### config.mk
export PLATFORM = sky130hd
export DESIGN_NAME = eprom_prog_seq
export DESIGN_NICKNAME = d
export VERILOG_FILES = /design/src/rtl/eprom_prog_seq.sv
export SDC_FILE = /design/constraint.sdc
export NUM_CORES = 1
export LEC_CHECK = 0
export ABC_CLOCK_PERIOD_IN_PS = 2200
export BUFFER_PORTS_ARGS = -buffer_cell sky130_fd_sc_hd__buf_4
export CORE_AREA = 8 8 99 101
export CTS_BUF_LIST = sky130_fd_sc_hd__clkbuf_8
export DETAILED_ROUTE_END_ITERATION = 12
export DIE_AREA = 0 0 107 109
export HOLD_SLACK_MARGIN = 0.05
export PLACE_DENSITY = 0.77
export SLEW_MARGIN = 20
export SYNTH_ARGS = -nofsm -noshare
export SYNTH_HDL_FRONTEND = slang
export SYNTH_SLANG_ARGS = --single-unit
### constraint.sdc
create_clock -name clk -period 2.2 [get_ports clk]
set_input_delay 0.44 -clock clk [delete_from_list [all_inputs] [get_ports clk]]
set_output_delay 0.44 -clock clk [all_outputs]
set_load 0.01 [all_outputs]
### src/rtl/eprom_prog_seq.sv
module eprom_prog_seq #(
  parameter int ADDR_W     = 15,
  parameter int DATA_W     = 8,
  parameter int CLK_KHZ    = 50000,
  parameter int MAX_PULSES = 25,
  localparam int CNT_W     = $clog2(MAX_PULSES + 1)
) (
  input  logic              clk,
  input  logic              rst_n,
  input  logic              start,
  output logic              done,
  output logic              fail,
  output logic              src_req,
  output logic [ADDR_W-1:0] src_addr,
  input  logic              src_valid,
  input  logic [DATA_W-1:0] src_data,
  output logic              dev_e_n,
  output logic              dev_g_n,
  output logic              vpp_en,
  output logic [1:0]        vcc_sel,
  output logic [ADDR_W-1:0] dev_addr,
  output logic [DATA_W-1:0] dq_out,
  output logic              dq_oe,
  input  logic [DATA_W-1:0] dq_in,
  output logic [ADDR_W-1:0] fail_addr,
  output logic [CNT_W-1:0]  fail_pulses,
  output logic [1:0]        fail_phase
);

  localparam int T_PULSE = CLK_KHZ / 10;
  localparam int T_PMIN  = (CLK_KHZ * 95) / 1000;
  localparam int T_PMAX  = (CLK_KHZ * 105) / 1000;
  localparam int T_SETUP = (CLK_KHZ * 2 + 999) / 1000;
  localparam int T_GQV   = (CLK_KHZ * 100 + 999999) / 1000000;
  localparam int T_GQZ   = (CLK_KHZ * 130 + 999999) / 1000000;
  localparam int TMR_W   = $clog2(T_PULSE + T_SETUP + T_GQV + 2);
  localparam int CW      = $clog2(T_PMAX + T_SETUP + 2) + 1;

  localparam logic [1:0] VS_NOM  = 2'd0;
  localparam logic [1:0] VS_PROG = 2'd1;
  localparam logic [1:0] VS_HI   = 2'd2;
  localparam logic [1:0] VS_LO   = 2'd3;

  localparam logic [ADDR_W-1:0] LAST_ADDR = {ADDR_W{1'b1}};
  localparam logic [DATA_W-1:0] ERASED    = {DATA_W{1'b1}};
  localparam logic [CNT_W-1:0]  MAXP      = CNT_W'(MAX_PULSES);

  typedef enum logic [2:0] {
    S_IDLE, S_FETCH, S_PSETUP, S_PULSE, S_HOLD, S_VGAP, S_VREAD, S_VREL
  } state_t;

  state_t             st;
  logic [TMR_W-1:0]   tmr;
  logic [ADDR_W-1:0]  addr;
  logic [DATA_W-1:0]  byte_q;
  logic [CNT_W-1:0]   npulse;
  logic [1:0]         phase;
  logic               match_q;
  logic               tmr_zero;

  assign tmr_zero = (tmr == '0);
  assign dev_e_n  = (st != S_PULSE);
  assign dev_g_n  = (st != S_VREAD);
  assign dq_oe    = (st == S_PSETUP) || (st == S_PULSE) || (st == S_HOLD);
  assign dq_out   = byte_q;
  assign src_req  = (st == S_FETCH);
  assign src_addr = addr;
  assign dev_addr = addr;

  always_ff @(posedge clk or negedge rst_n) begin
    if (!rst_n) begin
      st          <= S_IDLE;
      tmr         <= '0;
      addr        <= '0;
      byte_q      <= '0;
      npulse      <= '0;
      phase       <= 2'd0;
      match_q     <= 1'b0;
      done        <= 1'b0;
      fail        <= 1'b0;
      vpp_en      <= 1'b0;
      vcc_sel     <= VS_NOM;
      fail_addr   <= '0;
      fail_pulses <= '0;
      fail_phase  <= 2'd0;
    end else begin
      case (st)
        S_IDLE: if (start) begin
          done    <= 1'b0;
          fail    <= 1'b0;
          addr    <= '0;
          phase   <= 2'd0;
          vpp_en  <= 1'b1;
          vcc_sel <= VS_PROG;
          st      <= S_FETCH;
        end
        S_FETCH: if (src_valid) begin
          byte_q <= src_data;
          npulse <= '0;
          tmr    <= TMR_W'(T_SETUP - 1);
          st     <= (phase == 2'd0 && src_data != ERASED) ? S_PSETUP : S_VGAP;
        end
        S_PSETUP:
          if (tmr_zero) begin st <= S_PULSE; tmr <= TMR_W'(T_PULSE - 1); end
          else tmr <= tmr - 1'b1;
        S_PULSE:
          if (tmr_zero) begin
            st     <= S_HOLD;
            tmr    <= TMR_W'(T_SETUP - 1);
            npulse <= npulse + CNT_W'(1);
          end else tmr <= tmr - 1'b1;
        S_HOLD:
          if (tmr_zero) begin st <= S_VGAP; tmr <= TMR_W'(T_SETUP - 1); end
          else tmr <= tmr - 1'b1;
        S_VGAP:
          if (tmr_zero) begin st <= S_VREAD; tmr <= TMR_W'(T_GQV); end
          else tmr <= tmr - 1'b1;
        S_VREAD:
          if (tmr_zero) begin
            match_q <= (dq_in == byte_q);
            st      <= S_VREL;
            tmr     <= TMR_W'(T_GQZ - 1);
          end else tmr <= tmr - 1'b1;
        S_VREL:
          if (!tmr_zero) tmr <= tmr - 1'b1;
          else if (match_q) begin
            if (addr != LAST_ADDR) begin
              addr <= addr + ADDR_W'(1);
              st   <= S_FETCH;
            end else if (phase == 2'd2) begin
              st      <= S_IDLE;
              done    <= 1'b1;
              vpp_en  <= 1'b0;
              vcc_sel <= VS_NOM;
            end else begin
              addr    <= '0;
              phase   <= phase + 2'd1;
              vpp_en  <= 1'b0;
              vcc_sel <= (phase == 2'd0) ? VS_HI : VS_LO;
              st      <= S_FETCH;
            end
          end else if (phase == 2'd0 && npulse < MAXP) begin
            st  <= S_PSETUP;
            tmr <= TMR_W'(T_SETUP - 1);
          end else begin
            st          <= S_IDLE;
            done        <= 1'b1;
            fail        <= 1'b1;
            fail_addr   <= addr;
            fail_pulses <= npulse;
            fail_phase  <= phase;
            vpp_en      <= 1'b0;
            vcc_sel     <= VS_NOM;
          end
        default: st <= S_IDLE;
      endcase
    end
  end

  // Timing monitors for the assertions below
  logic [CW-1:0] elow_c, ehigh_c, goff_c, stab_c;
  logic [ADDR_W+DATA_W+3:0] ctl_q;
  wire  [ADDR_W+DATA_W+3:0] ctl_now = {dev_addr, dq_out, dq_oe, vpp_en, vcc_sel};

  always_ff @(posedge clk or negedge rst_n) begin
    if (!rst_n) begin
      elow_c  <= '0;
      ehigh_c <= '0;
      goff_c  <= '0;
      stab_c  <= '0;
      ctl_q   <= '0;
    end else begin
      elow_c  <= dev_e_n ? '0 : elow_c + CW'(1);
      ehigh_c <= !dev_e_n ? '0 : (&ehigh_c ? ehigh_c : ehigh_c + CW'(1));
      goff_c  <= dq_oe ? '0 : (&goff_c ? goff_c : goff_c + CW'(1));
      stab_c  <= (ctl_now != ctl_q) ? CW'(1) : (&stab_c ? stab_c : stab_c + CW'(1));
      ctl_q   <= ctl_now;
    end
  end

  a_r2_strobe_supplies: assert property (@(posedge clk) disable iff (!rst_n)
    !dev_e_n |-> (vpp_en && vcc_sel == VS_PROG && dev_g_n && dq_oe));

  a_r3_strobe_width: assert property (@(posedge clk) disable iff (!rst_n)
    $rose(dev_e_n) |-> (elow_c >= CW'(T_PMIN) && elow_c <= CW'(T_PMAX)));

  a_r4_setup: assert property (@(posedge clk) disable iff (!rst_n)
    $fell(dev_e_n) |-> stab_c >= CW'(T_SETUP));

  a_r4_hold: assert property (@(posedge clk) disable iff (!rst_n)
    $fell(dq_oe) |-> ehigh_c >= CW'(T_SETUP));

  a_r4_steady_strobe: assert property (@(posedge clk) disable iff (!rst_n)
    !dev_e_n |=> ($stable(dq_out) && $stable(dev_addr) && dq_oe));

  a_r5_read_bus: assert property (@(posedge clk) disable iff (!rst_n)
    !dev_g_n |-> (dev_e_n && !dq_oe));

  a_r5_release_gap: assert property (@(posedge clk) disable iff (!rst_n)
    $fell(dev_g_n) |-> goff_c >= CW'(T_SETUP));

  a_r7_pulse_limit: assert property (@(posedge clk) disable iff (!rst_n)
    npulse <= MAXP);

  a_r9_check_supply: assert property (@(posedge clk) disable iff (!rst_n)
    (!dev_g_n && phase != 2'd0) |-> (!vpp_en && (vcc_sel == VS_HI || vcc_sel == VS_LO)));

  a_r10_idle_supply: assert property (@(posedge clk) disable iff (!rst_n)
    (done && !start) |=> (!vpp_en && vcc_sel == VS_NOM));

  a_r11_req_hold: assert property (@(posedge clk) disable iff (!rst_n)
    (src_req && !src_valid) |=> (src_req && $stable(src_addr)));

endmodule

Word level (Yosys, flattened, before mapping)
Cells that the tools add are included.
{ "totals": {"inputBits": 20, "ff_bits": 74, "word_cells": 137} }
{ "classes": {"addsub": 4, "magnitude_cmp": 1, "n_mux": 62, "bitwise": 2, "n_eq_ne": 32, "n_reduce_logical": 22} }
{ "ops": {"columns": ["operator", "count"], "rows": [
  ["$mux 13", 8],
  ["$pmux 13 s6", 1],
  ["$mux 15", 5],
  ["$mux 3", 10],
  ["$pmux 15 s2", 1],
  ["$mux 2", 12],
  ["$ne 2x2->1 const B", 12],
  ["$pmux 3 s8", 1],
  ["$ne 3x3->1 const B", 7],
  ["$mux 1", 16],
  ["$add 15x1->15 const B", 1],
  ["$ne 15x15->1 const B", 1],
  ["$reduce_and 5->1", 3],
  ["$logic_not 13->1", 1],
  ["$sub 13x1->13 const B", 1],
  ["$eq 3x3->1 const B", 4],
  ["$reduce_and 6->1", 2],
  ["$mux 5", 2],
  ["$pmux 5 s2", 1],
  ["$eq 8x8->1", 1],
  ["$ne 8x8->1 const B", 1],
  ["$pmux 2 s2", 2],
  ["$reduce_and 4->1", 2],
  ["$reduce_and 8->1", 1],
  ["19 further kinds", 27]
]} }

Logic depth before layout (Yosys ltp)
Gate-level depths: netlist of run 1.
{ "logic_depth": {"ltp_word": 7, "depth_mapped": 9, "ltp_nobuf": 7} }

Least setup slack after synthesis of run 1
OpenSTA, ideal clock, no wires.
{ "synth_path": {"kind": "flip-flop to flip-flop", "start": "reg tmr[0]", "end": "reg vcc_sel[1]", "synth_period_minus_slack_ns": 2.266, "path_slack_ns": -0.066, "path_stages_with_launch": 8, "path_buffers": 1, "setup_ns": 0.128, "required_ns": 2.072, "t_arrival_ns": 2.138, "path_cell_list": "dfrtp_1 -> inv_1 -> ha_1 -> or4b_4 -> or3_1 -> buf_6 -> nor3_4 -> mux2_1"} }
{ "synth_between": {"elab_chain_len": 3} }
{ "synth_lines": {"columns": ["item", "line_no", "text"], "rows": [
  ["start: declaration", "53", "logic [TMR_W-1:0] tmr;"],
  ["start signal: assignment", "100", "tmr <= TMR_W'(T_SETUP - 1);"],
  ["start signal: assignment", "105", "else tmr <= tmr - 1'b1;"],
  ["start signal: assignment", "109", "tmr <= TMR_W'(T_SETUP - 1);"],
  ["$logic_not 13->1", "61", "assign tmr_zero = (tmr == '0);"],
  ["$ne 2x2->1 (no source line)", null, null],
  ["$reduce_and 5->1 (no source line)", null, null],
  ["end signal: assignment", "139", "vcc_sel <= (phase == 2'd0) ? VS_HI : VS_LO;"],
  ["end: declaration", "20", "output logic [1:0] vcc_sel,"]
]} }
No other way between the ends.
A chain may end at the register's enable or synchronous reset.

Worst setup path after layout of run 1
{ "layout_path": {"start": "reg tmr[1]", "end": "reg addr[5] (netlist: dev_addr[5])"} }
{ "layout_between": {"elab_chain_len": 3} }
{ "layout_lines": {"columns": ["item", "line_no", "text"], "rows": [
  ["$logic_not 13->1", "61", null],
  ["$ne 2x2->1 (no source line)", null, null],
  ["$reduce_and 5->1 (no source line)", null, null],
  ["end signal: assignment", "128", "addr <= addr + ADDR_W'(1);"],
  ["end: declaration", "54", "logic [ADDR_W-1:0] addr;"]
]} }
No other way between the ends.

==> flow_summary_export.csv, run 1 <==
group,metric,value,unit
logic_synthesis,ys_seq_area_frac,0.455,
placement,place_hpwl,7.96,mm
logic_synthesis,yosysWarnings,0,
clocking,clk_latency,360,ps
drt,vias_per_cell,5.73,
logic_synthesis,avgSynthCellArea,9.74,um2
critical_path,critPathKind,"reg -> reg",
sta,timing.fmax,443,MHz
floorplan,core,8380,um2
logic_synthesis,syn-cell-area,4070,um2
sta,min_period,2260,ps
placement,port_buffers,88,
power,power.switching,0.00192,W
drt,avgRoutedWirePerCell,16.7,um
power,power_frac_seq,0.368,
drt,drt_wl_total,11.0,mm
global_routing,grt_pass1_wl,18.2,mm
drt,drc,0,
drt,wl_met3,914,um
critical_path,cp-start-kind,"flop",
power,p_int,0.00312,W
global_routing,grt_overflow,0,
clocking,clock_path_buffers,2,
logic_synthesis,yosysTopAreaCellShare,0.455,
logic_synthesis,synth_edf_count,0,
floorplan,start_util,0.486,
critical_path,cp.arrival,2550,ps
critical_path,cp-endpoint,"dev_addr[5]",
cells_and_area,drive_above_1_share,0.410,
logic_synthesis,yosysTopAreaCell,"dfrtp_1",
global_routing,global_route.usage.total,0.194,
power,clock_power_share,0.210,
power,p_comb_frac,0.422,
logic_synthesis,synth.distinct_cells,65,
placement,place_area,5050,um2
power,peakVddDrop,0.684,mV
logic_synthesis,synthFlopType,"dfrtp_1",
clocking,cts_root_buf,"clkbuf_8",
clocking,cts_buffers,9,
status,violations,"negative setup slack",
clocking,clkTransAtPathRegs,90,ps
flow_run,maxCapViolations,0,
power,p_leak,2.68,nW
floorplan,fp.dieW,107,um
sta,hold_slack,280,ps
sta,finalSetupViolCount,9,
drt,dr.first_iter.drc_count,142,
cells_and_area,n_antenna_cell,0,
global_routing,grt_max_degree,44,
floorplan,row_count,34,
sta,maxSlewViolCount,0,
sta,tns,-245,ps
power,p_per_area,918,nW/um2
logic_synthesis,synth_nets,444,
cells_and_area,area_growth,34.9,%
drt,ant_nets,0,
critical_path,rrSetupSlack,-60,ps
sta,max-slew-margin-rel,0.659,
power,p_sw_frac,0.381,
drt,dr_wl_met2,5.61,mm
drt,wl_met1,4.35,mm
worst_hold_path,hold_path.class,"in -> reg",
logic_synthesis,ys_ff_latch,74,
cells_and_area,final_cells,659,
critical_path,rr_worst_depth,8,
placement,dp.cells,631,
sta,final.setup_skew,10.3,ps
critical_path,r2r_end,"dev_addr[5]",
power,finalPower,0.00504,W
critical_path,path_max_fanout,6,
logic_synthesis,netlist_instances,418,
cells_and_area,fin_nets,572,
sta,worst_pin_slew,509,ps
sta,setup_ws,-55.3,ps
sta,rsz0062_at_grt,"true",
drt,via_count,3776,
critical_path,endpoint_kind,"flop",
floorplan,ios,89,
global_routing,antenna_found_initial,0,
placement,place_congestion,0.895,
clocking,cts.sink_count,74,
sta,min_period_over_period,1.03,
clocking,htree_levels,3,
critical_path,startpoint,"tmr[1]",
global_routing,grt_pass1_vias,3744,
floorplan,die_height,109,um
clocking,cts_tree,"done",
logic_synthesis,async_reset_ff_frac,1.00,
cells_and_area,fin_area,5490,um2
status,status,"complete, but fails checks",
floorplan,dieArea,11700,um2
logic_synthesis,synth_area_leaders,"dfrtp_1 (45%), mux2_2 (5.5%), nand2_1 (4.3%)",
sta,hold_violations,0,
drt,first_pass_iters,4,
critical_path,required,2490,ps
drt,top_layer_used,"met4",
logic_synthesis,synthTopCellsByCount,"dfrtp_1 (74), nand2_1 (47), nor2_1 (33)",
logic_synthesis,synth.most_common_cell,"dfrtp_1",
critical_path,worstReg2RegStart,"tmr[1]",
[placed cells by master, fill, tap and decap left out, drive strengths merged, types with 6 or more instances in the layout]
| cell | n |
|---|---|
| o21ai | 30 |
| or3 | 9 |
| and3 | 6 |
| nand4 | 12 |
| a22o | 6 |
| dfrtp | 74 |
| mux2 | 21 |
| nand2 | 47 |
| nor2 | 33 |
| a21oi | 20 |
| nand3 | 15 |
| ha | 6 |
| clkbuf | 9 |
| xor2 | 13 |
| a31oi | 10 |
| buf | 150 |
| inv | 15 |
[metal layers]
metal | track usage | vias up
li1 | - | 1754
met1 | 0.231 | 1856
met2 | 0.333 | 152
met3 | 0.0520 | 14
met4 | 0.0613 | 0
met5 | 0 | -
[worst min path at each step]
stage / from / to / slack [ps] / cells past startpoint
2_1_floorplan: rst_n / dev_addr[0] / 140 / 0
3_3_place_gp: rst_n / fail_addr[3] / 400 / 1
3_5_place_dp: rst_n / fail_addr[5] / 410 / 1
4_1_cts: src_data[4] / dq_out[4] / 270 / 3
5_1_grt: src_data[7] / dq_out[7] / 260 / 3
6_report: src_data[4] / dq_out[4] / 280 / 3
[registers in the layout, summed over array words and instances, names as in the netlist, 2 cells and up]
name         cells
phase            2
tmr             13
fail_addr       15
dev_addr        15
fail_pulses      5
fail_phase       2
st               3
vcc_sel          2
npulse           5
dq_out           8
[power by group through the flow]
stage / Sequential, W / Clock (W) / Combinational (W)
after global placement: 0.00186 / 0 / 0.00191
after floorplan: 0.00190 / 0 / 0.00111
after global routing: 0.00189 / 0.00116 / 0.00234
after CTS: 0.00185 / 0.00108 / 0.00205
final: 0.00185 / 0.00106 / 0.00213
after detailed placement: 0.00186 / 0 / 0.00196
[cells by family (layout without fill, tap and decap cells)]
logic type | after synthesis | in the layout | share of synthesized area
AO/OA/AOI/OAI | 97 | 97 | 0.156
multiplexers | 25 | 25 | 0.0679
buffers and inverters | 47 | 180 | 0.0686
XOR/XNOR | 14 | 14 | 0.0301
adder cells (fa/ha/maj) | 6 | 6 | 0.0184
flip-flops | 74 | 74 | 0.455
AND/OR/NAND/NOR | 155 | 155 | 0.204
[area by class of cell]
class | count | area, um2
clock buffers | 9 | 124
fillers | 636 | 2890
inverters | 13 | 48.8
well taps | 108 | 135
clock inverters | 7 | 70.1
repair buffers | 151 | 1180
flip-flops and latches | 74 | 1850
multi-input cells | 297 | 2070
[critical path, cell delays in order (launching register included)]
cell and delay (ps):
dfrtp_1 410, inv_2 90, ha_4 110, or4b_4 510
nor4_4 260, buf_4 190, o22ai_4 110, or3_1 380
a21oi_2 120
[through the flow]
step | worst slack, ps | util
floorplan | 17.3 | -
global placement | -54.4 | 0.603
detailed placement | -159 | 0.603
CTS | -33.7 | 0.637
global route | -162 | 0.655
finish | -55.3 | 0.655
[what timing repair did]
action                                  4_1_cts  5_1_grt
resized for setup                            16       29
endpoints found under the hold margin        31        0
endpoints found under the setup margin       49       36
gates cloned                                  0        1
setup buffers                                 4        6
hold buffers                                  1        0
pin swaps                                    14       16
(Power assumes the default switching activity.)
==> run 2, diff against run 1 <==
- CORE_AREA: 8 8 99 101 -> 2 2 93 95
- DIE_AREA: 0 0 107 109 -> 0 0 95 97
==> run 2 against run 1 <==
Effect of this change: the run still ends with negative setup slack left; highest routed layer unchanged; cell area decreased by 0.59%; maximum frequency increased by 1.5%; sequential power about the same; via count decreased by 0.95%; clock skew increased by 1.5 ps; register-to-register slack improved by 30 ps; critical path type unchanged; clock power increased by 11%; critical path depth decreased by 1; cell count decreased by 1.1%; clock-buffer cell count unchanged.
==> flow_summary_export.csv, run 2 (synthesis results as in run 1) <==
group,metric,value,unit
sta,maxSlewViolCount,0,
floorplan,row_count,33,
placement,place_congestion,0.877,
sta,hold_violations,0,
drt,avgRoutedWirePerCell,15.6,um
drt,dr.first_iter.drc_count,194,
power,finalPower,0.00504,W
power,p_leak,2.66,nW
cells_and_area,n_antenna_cell,0,
floorplan,ios,89,
sta,finalSetupViolCount,7,
global_routing,grt_overflow,0,
cells_and_area,final_cells,652,
critical_path,critPathMaxStageDelay,500,ps
critical_path,cp.arrival,2490,ps
global_routing,global_route.usage.total,0.233,
global_routing,use_met3,0.0475,
critical_path,cp.buffers_inverters,1,
placement,port_buffers,88,
power,peakVddDrop,0.584,mV
global_routing,grtUsageMet1,0.303,
sta,worst_pin_slew,504,ps
global_routing,grtUsageMet2,0.378,
power,p_per_area,925,nW/um2
drt,via_count,3740,
sta,min_period_over_period,1.01,
clocking,cts.sink_count,74,
global_routing,grt_pass1_vias,3657,
floorplan,dieArea,9220,um2
global_routing,grt_pass1_wl,16.9,mm
sta,setup_ws,-21.2,ps
critical_path,endpoint_kind,"flop",
cells_and_area,nFillCells,644,
clocking,clock_path_buffers,2,
clocking,cts_buffers,9,
drt,ant_nets,0,
cells_and_area,final_common_cell,"buf_4",
sta,rsz0062_at_grt,"true",
floorplan,core,8130,um2
cells_and_area,final_cell_mix,"buf_4 (141), dfrtp_1 (74), nand2_1 (46)",
placement,pre_cts_ws,-142,ps
drt,drc,0,
flow_run,maxCapViolations,0,
sta,min_period,2220,ps
cells_and_area,drive_above_1_share,0.406,
status,status,"complete, but fails checks",
global_routing,antenna_found_initial,0,
drt,vias_per_cell,5.74,
floorplan,fp.dieW,95,um
floorplan,start_util,0.500,
critical_path,path_delay_family,"simple AND/OR/NAND/NOR gates",
sta,final.setup_skew,11.8,ps
sta,tns,-86.4,ps
clocking,clk_latency,370,ps
critical_path,path_max_fanout,8,
status,violations,"negative setup slack",
clocking,cts_root_buf,"clkbuf_8",
clocking,htree_levels,3,
critical_path,required,2470,ps
floorplan,die_height,97,um
global_routing,grt_max_degree,39,
clocking,cts_tree,"done",
sta,timing.fmax,450,MHz
worst_hold_path,hold_path.class,"in -> reg",
critical_path,critPathKind,"reg -> reg",
critical_path,cp-start-kind,"flop",
placement,dp.cells,627,
cells_and_area,area_growth,34.1,%
drt,drt_wl_total,10.1,mm
placement,place_hpwl,7.27,mm
sta,max-slew-margin-rel,0.663,
cells_and_area,final_core_util,0.671,
drt,first_pass_iters,5,
global_routing,busiest_layer,"met2",
clocking,clkTransAtPathRegs,80,ps
critical_path,cp_slowest_cell,"or4b_4",
cells_and_area,fin_nets,568,
critical_path,cp_cell_sequence,"inv_2 > ha_1 > or4b_4 > or3_4 > o21ai_4 > nand2_2 > o31ai_1",
[run 2: changes by cell type in the layout (fill, tap and decap cells not counted), sizes merged]
cell      delta
inv          -2
buf          -4
clkinv       +2
clkinvlp     -1
bufinv       +1
[run 2: power by group]
| part | internal, W | switching (W) |
|---|---|---|
| combinational | 0.000924 | 0.00110 |
| sequential | 0.00162 | 0.000220 |
| clock | 0.000636 | 0.000540 |
| total | 0.00318 | 0.00186 |
[run 2: path summary, 6_finish.rpt]
check	start	slack (ps)	to	cells after the start
worst min-delay path	src_data[7]	280	dq_out[7]	3
max in group asynchronous	rst_n	1050	dq_out[2]	3
worst max-delay path	tmr[1]	-20	dev_addr[4]	7
worst max register to register	tmr[1]	-20	dev_addr[4]	7
worst min register to register	fail_addr[8]	490	fail_addr[8]	2
min in group asynchronous	rst_n	580	fail_addr[4]	2
[run 2: repair_timing]
action / CTS / global route
setup buffers: 2 / 6
resized for setup: 7 / 25
hold buffers: 1 / 0
endpoints found under the hold margin: 25 / 0
setup endpoints to repair: 21 / 39
pin swaps: 4 / 15
[run 2: worst register-to-register path: stages (launching register included)]
cell and delay, ps:
dfrtp_1 410, inv_2 60, ha_1 130, or4b_4 510
or3_4 470, o21ai_4 200, nand2_2 120, o31ai_1 220
[run 2: routing by layer]
layer	vias to the layer above	part of all wire
li1	1749	-
met1	1811	0.41
met2	157	0.51
met3	23	0.068
met4	0	0.018
met5	-	0
[run 2: metrics by stage]
| step | hold slack, ps | area (um2) |
|---|---|---|
| global route | 278 | 5460 |
| global placement | 436 | 5040 |
| finish | 278 | 5460 |
| floorplan | 144 | 4080 |
| detailed placement | 437 | 5040 |
| CTS | 265 | 5320 |
[run 2: layout make-up]
type / count / area [um2] / area share
clock inverters: 7 / 93.8 / 0.0172
inverters: 13 / 48.8 / 0.00894
repair buffers: 147 / 1140 / 0.209
multi-input cells: 297 / 2060 / 0.378
flip-flops and latches: 74 / 1850 / 0.339
clock buffers: 9 / 124 / 0.0227
well taps: 105 / 131 / 0.0241
